**config.mk**
```make
export PLATFORM = sky130hd
export DESIGN_NAME = rtc_core
export DESIGN_NICKNAME = d
export VERILOG_FILES = /design/src/rtl/rtc_pkg.sv /design/src/rtl/rtc_divider.sv /design/src/rtl/rtc_time.sv /design/src/rtl/rtc_core.sv
export SDC_FILE = /design/constraint.sdc
export NUM_CORES = 1
export LEC_CHECK = 0
export BUFFER_PORTS_ARGS = -buffer_cell sky130_fd_sc_hd__buf_2
export CORE_MARGIN = 2
export CORE_UTILIZATION = 30
export CTS_CLUSTER_DIAMETER = 60
export CTS_CLUSTER_SIZE = 10
export DETAILED_ROUTE_END_ITERATION = 12
export HOLD_SLACK_MARGIN = 0.03
export PLACE_DENSITY = 0.51
export SYNTH_ARGS = -nofsm -noshare
export SYNTH_HDL_FRONTEND = slang
export SYNTH_SLANG_ARGS = --single-unit
```
**constraint.sdc**
```tcl
create_clock -name clk_i -period 3.7 [get_ports clk_i]
set_clock_uncertainty 0.15 [all_clocks]
set_input_delay 0.37 -clock clk_i [delete_from_list [all_inputs] [get_ports clk_i]]
set_output_delay 0.37 -clock clk_i [all_outputs]
set_load 0.05 [all_outputs]
```
**src/rtl/rtc_pkg.sv**
```systemverilog
package rtc_pkg;
  localparam int IDX_W = 3;

  typedef enum logic [IDX_W-1:0] {
    IDX_SEC    = 3'd0,
    IDX_MIN    = 3'd1,
    IDX_HOUR   = 3'd2,
    IDX_CTRL_A = 3'd3,
    IDX_CTRL_B = 3'd4,
    IDX_STAT_C = 3'd5,
    IDX_STAT_D = 3'd6
  } reg_idx_e;

  localparam logic [2:0] DIV_RUN = 3'b010;

  // codes 1 and 2 alias to 8 and 9
  function automatic logic [3:0] eff_rate(input logic [3:0] r);
    if (r == 4'd1)      return 4'd8;
    else if (r == 4'd2) return 4'd9;
    else                return r;
  endfunction

  function automatic logic [7:0] hr_to12(input logic [4:0] h);
    logic [4:0] b;
    if (h == 5'd0)       b = 5'd12;
    else if (h > 5'd12)  b = h - 5'd12;
    else                 b = h;
    return {(h >= 5'd12), 2'b00, b};
  endfunction

  function automatic logic [4:0] hr_from12(input logic [7:0] v);
    logic [4:0] b;
    b = (v[4:0] == 5'd12) ? 5'd0 : v[4:0];
    return b + (v[7] ? 5'd12 : 5'd0);
  endfunction
endpackage

```
**src/rtl/rtc_divider.sv**
```systemverilog
module rtc_divider #(
  parameter int DIV_W     = 15,
  parameter int UIP_TICKS = 8
) (
  input  logic       clk_i,
  input  logic       rst_ni,
  input  logic       tick_i,
  input  logic       run_i,
  input  logic [3:0] rate_i,
  output logic       sec_pulse_o,
  output logic       per_pulse_o,
  output logic       uip_o
);
  import rtc_pkg::*;

  localparam logic [DIV_W-1:0] CNT_MAX   = '1;
  localparam logic [DIV_W-1:0] UIP_START = DIV_W'((2 ** DIV_W) - UIP_TICKS);

  logic [DIV_W-1:0] cnt_q;
  logic [3:0]       shamt;
  logic [DIV_W:0]   span;
  logic [DIV_W-1:0] mask;

  always_ff @(posedge clk_i or negedge rst_ni) begin
    if (!rst_ni)      cnt_q <= '0;
    else if (!run_i)  cnt_q <= '0;
    else if (tick_i)  cnt_q <= cnt_q + 1'b1;
  end

  always_comb begin
    shamt = eff_rate(rate_i) - 4'd1;
    span  = ((DIV_W+1)'(1) << shamt) - 1'b1;
    mask  = span[DIV_W-1:0];
  end

  assign sec_pulse_o = run_i & tick_i & (cnt_q == CNT_MAX);
  assign per_pulse_o = run_i & tick_i & (rate_i != 4'd0) & ((cnt_q & mask) == mask);
  assign uip_o       = run_i & (cnt_q >= UIP_START);
endmodule

```
**src/rtl/rtc_time.sv**
```systemverilog
module rtc_time (
  input  logic       clk_i,
  input  logic       rst_ni,
  input  logic       step_i,
  input  logic       ld_sec_i,
  input  logic       ld_min_i,
  input  logic       ld_hr_i,
  input  logic [5:0] ld_ms_i,
  input  logic [4:0] ld_hr_val_i,
  output logic [5:0] sec_o,
  output logic [5:0] min_o,
  output logic [4:0] hr_o
);
  logic ld_any;
  assign ld_any = ld_sec_i | ld_min_i | ld_hr_i;

  always_ff @(posedge clk_i or negedge rst_ni) begin
    if (!rst_ni) begin
      sec_o <= '0;
      min_o <= '0;
      hr_o  <= '0;
    end else if (ld_any) begin
      if (ld_sec_i) sec_o <= ld_ms_i;
      if (ld_min_i) min_o <= ld_ms_i;
      if (ld_hr_i)  hr_o  <= ld_hr_val_i;
    end else if (step_i) begin
      if (sec_o >= 6'd59) begin
        sec_o <= '0;
        if (min_o >= 6'd59) begin
          min_o <= '0;
          hr_o  <= (hr_o >= 5'd23) ? 5'd0 : hr_o + 5'd1;
        end else begin
          min_o <= min_o + 6'd1;
        end
      end else begin
        sec_o <= sec_o + 6'd1;
      end
    end
  end
endmodule

```
**src/rtl/rtc_core.sv**
```systemverilog
module rtc_core #(
  parameter int DIV_W     = 15,
  parameter int UIP_TICKS = 8
) (
  input  logic       clk_i,
  input  logic       rst_ni,
  input  logic       tick_i,
  input  logic       sel_i,
  input  logic       wr_i,
  input  logic       rd_i,
  input  logic [7:0] wdata_i,
  output logic [7:0] rdata_o,
  output logic       irq_o
);
  import rtc_pkg::*;

  logic [IDX_W-1:0] idx_q;
  logic [2:0]       div_q;
  logic [3:0]       rate_q;
  logic             pie_q, uie_q, h24_q;
  logic             pf_q, uf_q;
  logic             data_wr, rd_c, time_wr, run, upd, irqf;
  logic             sec_pulse, per_pulse, uip;
  logic [5:0]       sec_q, min_q;
  logic [4:0]       hr_q;
  logic             ld_sec, ld_min, ld_hr;

  assign data_wr = wr_i & sel_i;
  assign rd_c    = rd_i & sel_i & (idx_q == IDX_STAT_C);
  assign ld_sec  = data_wr & (idx_q == IDX_SEC);
  assign ld_min  = data_wr & (idx_q == IDX_MIN);
  assign ld_hr   = data_wr & (idx_q == IDX_HOUR);
  assign time_wr = ld_sec | ld_min | ld_hr;
  assign run     = (div_q == DIV_RUN);
  assign upd     = sec_pulse & ~time_wr;

  rtc_divider #(.DIV_W(DIV_W), .UIP_TICKS(UIP_TICKS)) u_div (
    .clk_i       (clk_i),
    .rst_ni      (rst_ni),
    .tick_i      (tick_i),
    .run_i       (run),
    .rate_i      (rate_q),
    .sec_pulse_o (sec_pulse),
    .per_pulse_o (per_pulse),
    .uip_o       (uip)
  );

  rtc_time u_time (
    .clk_i       (clk_i),
    .rst_ni      (rst_ni),
    .step_i      (sec_pulse),
    .ld_sec_i    (ld_sec),
    .ld_min_i    (ld_min),
    .ld_hr_i     (ld_hr),
    .ld_ms_i     (wdata_i[5:0]),
    .ld_hr_val_i (h24_q ? wdata_i[4:0] : hr_from12(wdata_i)),
    .sec_o       (sec_q),
    .min_o       (min_q),
    .hr_o        (hr_q)
  );

  always_ff @(posedge clk_i or negedge rst_ni) begin
    if (!rst_ni) begin
      idx_q  <= '0;
      div_q  <= DIV_RUN;
      rate_q <= '0;
      pie_q  <= 1'b0;
      uie_q  <= 1'b0;
      h24_q  <= 1'b1;
    end else if (wr_i && !sel_i) begin
      idx_q <= wdata_i[IDX_W-1:0];
    end else if (data_wr) begin
      if (idx_q == IDX_CTRL_A) begin
        div_q  <= wdata_i[6:4];
        rate_q <= wdata_i[3:0];
      end
      if (idx_q == IDX_CTRL_B) begin
        pie_q <= wdata_i[6];
        uie_q <= wdata_i[4];
        h24_q <= wdata_i[1];
      end
    end
  end

  // a new event beats a same-cycle clear
  always_ff @(posedge clk_i or negedge rst_ni) begin
    if (!rst_ni) begin
      pf_q <= 1'b0;
      uf_q <= 1'b0;
    end else begin
      pf_q <= (pf_q & ~rd_c) | per_pulse;
      uf_q <= (uf_q & ~rd_c) | upd;
    end
  end

  assign irqf  = (pf_q & pie_q) | (uf_q & uie_q);
  assign irq_o = irqf;

  always_comb begin
    case (idx_q)
      IDX_SEC:    rdata_o = {2'b00, sec_q};
      IDX_MIN:    rdata_o = {2'b00, min_q};
      IDX_HOUR:   rdata_o = h24_q ? {3'b000, hr_q} : hr_to12(hr_q);
      IDX_CTRL_A: rdata_o = {uip, div_q, rate_q};
      IDX_CTRL_B: rdata_o = {1'b0, pie_q, 1'b0, uie_q, 2'b00, h24_q, 1'b0};
      IDX_STAT_C: rdata_o = {irqf, pf_q, 1'b0, uf_q, 4'b0000};
      IDX_STAT_D: rdata_o = 8'h80;
      default:    rdata_o = 8'h00;
    endcase
  end
endmodule

```
==> implementation parameters <==
Parameter                              Value

Die
  Core Region ... 10800 sq um
  Chip width ... 109 microns
  Initial core utilization ... 30.6%
  Die area ... 11900 sq um
  Number of rows created at floorplan ... 38
  Number of top-level pins ... 23
  Die outline height ... 109 microns

Synth
  Part of the Yosys area used for sequential elements ... 35.6%
  Fraction of registers with async set/reset ... 100%
  Post-synthesis instance area ... 3310 sq um
  Count of flip-flops with a built-in enable after synthesis ... 0
  Avg Inst Size Synth ... 8.66 sq um
  Area share of the largest cell type after synthesis ... 34.1%
  Warnings, synthesis ... 0
  Post-synthesis sequential element count ... 47
  Number of instances in the synthesized netlist ... 382
  Synth area leader ... sky130_fd_sc_hd__dfrtp_1
  Number of library cell types mapped by synthesis ... 69
  Prevailing post-synth register cell ... sky130_fd_sc_hd__dfrtp_1
  Top cells by area in the synthesized netlist ... sky130_fd_sc_hd__dfrtp_1, sky130_fd_sc_hd__mux2_2, sky130_fd_sc_hd__nor2_1, sky130_fd_sc_hd__nand2_1, sky130_fd_sc_hd__ha_1

Clocking
  Number of buffers inserted by post-CTS setup repair ... 0
  Maximum level of the CTS H-tree ... 2
  Total CTS buffers ... 5
  Num Clock Sinks ... 47
  TritonCTS clock tree ... done
  Clock-pin slew on the worst setup and hold paths ... 0.09 ns
  Hold_buf cts ... 1
  Later-pin clock latency in the skew report ... 0.31 ns
  Cell at the root of the clock tree ... sky130_fd_sc_hd__clkbuf_8
  Maximum buffer depth of the clock tree ... 2
  Number of cells upsized or downsized after cts ... 0

Final layout
  Commonest cells after routing, fill and taps aside ... sky130_fd_sc_hd__dfrtp_1, sky130_fd_sc_hd__nor2_1, sky130_fd_sc_hd__nand2_1
  FF/Latch Area ... 1180 sq um
  # diodes ... 0
  Leading cell type in the layout, fill and taps excluded ... sky130_fd_sc_hd__dfrtp_1
  Area of the multi-input gates ... 1990 sq um
  Share of final-layout standard cells stronger than drive strength 1 ... 16.2%
  Count of nets after finishing ... 426
  Layout overhead on the synthesized area ... 10.9%
  End-of-flow core utilization ... 34.0%
  Final std cell area, no fill ... 3670 sq um
  # fillers ... 1104

Place
  Post-DP Area ... 3570 sq um
  Weighted congestion at the end of routability-driven global placement ... 0.913
  Count of input and output buffers ... 22
  Half-perimeter wire length after placement ... 6.97 mm

Timing
  Slew of the pin with the lowest slew margin ... 0.701 ns
  Unrepaired setup endpoints after global routing ... no
  Minimum clock period after layout ... 2.97 ns
  Peak Freq ... 0.337 GHz
  Setup-violating endpoint count in the final report ... 0
  Slew Limit Headroom ... 53.1%
  Post-Route Setup TNS ... 0 ns
  Ratio of final minimum period to clock period ... 80.2%
  Max-slew violations ... 0
  Final hold viol count ... 0

Power and ir drop
  IR Drop Worst-Case VDD ... 0.172 mV
  Power density over the cells ... 571 nW/um^2
  Leak Pwr ... 1.49 nW

Setup path
  Worst setup path class ... reg -> out
  Category of the worst setup path launch point ... register
  Type of destination of the critical path ... output pin
  WP data required ... 3.18 ns
  Endpoint arrival time on the critical path ... 2.45 ns
  Critical-path maximum fanout ... 17

Route
  Final wirelength ... 9.38 mm
  DRC violation count after routing ... 0
  Initial DRT Pass Iterations ... 7
  Count of vias placed by the detailed router ... 2975
  Detail Route Antenna Nets ... 0
  Routed length per placed instance ... 17.3 microns
  Number of vias per cell after detailed routing ... 5.50
  Number of DRC violations after detailed-routing iteration 0 ... 339

Status
  Run status ... finished, final reports clean

Hold path
  Class of the worst hold path ... in -> reg

Global route
  Initial antenna violation count ... 0
  Global-route total usage across every layer ... 16.6%
  Pin count of the biggest net entering global routing ... 29
  Number of global-route vias before repair ... 2846
  Global-route wire length before repair ... 15.1 mm
  Overflow after GRT ... 0

Run
  Max-capacitance violation count ... 0
-- sequential cells by signal (all words and copies together) (netlist names), 3 cells and up --
register	flops
idx_q	3
u_time.sec_o	6
u_div.cnt_q	15
u_time.min_o	6
div_q	3
rate_q	4
u_time.hr_o	5
-- final timing paths --
path / cells after the start / startpoint / slack (ns) / endpoint
worst max-delay path: 5 / div_q[1] / 0.73 / rdata_o[7]
worst min-delay path: 3 / wdata_i[1] / 0.18 / h24_q
worst max register to register: 6 / div_q[1] / 0.95 / u_time.min_o[0]
worst min register to register: 1 / u_time.min_o[5] / 0.39 / u_time.min_o[5]
max in group asynchronous: 3 / rst_ni / 2.21 / div_q[1]
min in group asynchronous: 2 / rst_ni / 0.39 / u_time.sec_o[3]
-- layer usage --
layer	vias to the layer above	global-route usage, %	routed length [microns]
li1	1428	-	-
met3	8	2.57	550
met2	116	25.2	4120
met4	0	4.03	102
met5	-	0	0
met1	1423	24.5	4600
-- cells in the mapped netlist, types with 2 or more instances --
master                       n
sky130_fd_sc_hd__a311o_1     2
sky130_fd_sc_hd__a21boi_0    2
sky130_fd_sc_hd__xor2_1     10
sky130_fd_sc_hd__nor2b_1     5
sky130_fd_sc_hd__xnor2_1     5
sky130_fd_sc_hd__inv_1      20
sky130_fd_sc_hd__maj3_1      2
sky130_fd_sc_hd__o2111ai_1   3
sky130_fd_sc_hd__a21oi_1    17
sky130_fd_sc_hd__dfstp_2     2
sky130_fd_sc_hd__or2_2       2
sky130_fd_sc_hd__o31ai_1     8
sky130_fd_sc_hd__a22o_1      5
sky130_fd_sc_hd__a22oi_1     4
sky130_fd_sc_hd__o22ai_1     5
sky130_fd_sc_hd__dfrtp_1    45
sky130_fd_sc_hd__ha_1       11
sky130_fd_sc_hd__mux2i_1     6
sky130_fd_sc_hd__or3_1       6
sky130_fd_sc_hd__mux2_2     18
sky130_fd_sc_hd__buf_1       2
sky130_fd_sc_hd__nand2_1    38
sky130_fd_sc_hd__nor2_1     39
sky130_fd_sc_hd__nand4_1     8
sky130_fd_sc_hd__buf_2       2
sky130_fd_sc_hd__a211oi_1    3
sky130_fd_sc_hd__and4_1      2
sky130_fd_sc_hd__clkbuf_1   14
sky130_fd_sc_hd__o211ai_1    5
sky130_fd_sc_hd__nand3_1     9
sky130_fd_sc_hd__o21ai_0    26
sky130_fd_sc_hd__a31oi_1     5
sky130_fd_sc_hd__nor3_1     11
sky130_fd_sc_hd__nand2b_1    2
sky130_fd_sc_hd__nor3b_1     3
sky130_fd_sc_hd__o32a_1      2
-- cell families after synthesis --
logic type	after synthesis	share of synthesized area [%]
DFF	47	35.6
and+or+nand+nor	136	20.1
xor gates and xnor gates	15	3.97
AOI/OAI and AO/OA	104	21.3
buffers and inverters	39	4.54
adders and majority gates	14	5.37
muxes	26	8.97
other	1	0.113
-- power by group --
group / leakage [nW] / internal [mW] / switching, mW
combinational: 0.844 / 0.368 / 0.488
clock: 0.0483 / 0.134 / 0.191
sequential: 0.594 / 0.647 / 0.266
total: 1.49 / 1.15 / 0.946
-- critical path, cell delays in order (launching register included) --
cell and delay [ns]:
sky130_fd_sc_hd__dfstp_2 0.54, sky130_fd_sc_hd__or3b_1 0.34, sky130_fd_sc_hd__buf_4 0.20, sky130_fd_sc_hd__or4_4 0.48
sky130_fd_sc_hd__o211ai_1 0.26, sky130_fd_sc_hd__buf_2 0.31
-- stage by stage --
step	power [mW]	worst slack [ns]	hold slack, ns	cells
final	2.09	0.732	0.180	541
after global routing	2.25	0.591	0.159	541
after CTS	2.09	0.681	0.168	541
after detailed placement	1.76	0.937	0.225	532
after global placement	1.76	0.957	0.204	532
after floorplan	1.50	0.876	-0.0756	383
-- final cells by class --
class / count / share of cell area (%)
inverters: 20 / 2.05
repair buffers: 29 / 4.50
clock inverters: 3 / 0.512
clock buffers: 5 / 1.88
well taps: 140 / 4.78
multi-input cells: 297 / 54.1
flip-flops and latches: 47 / 32.1
Note: power is estimated with default switching activity, not from simulation.
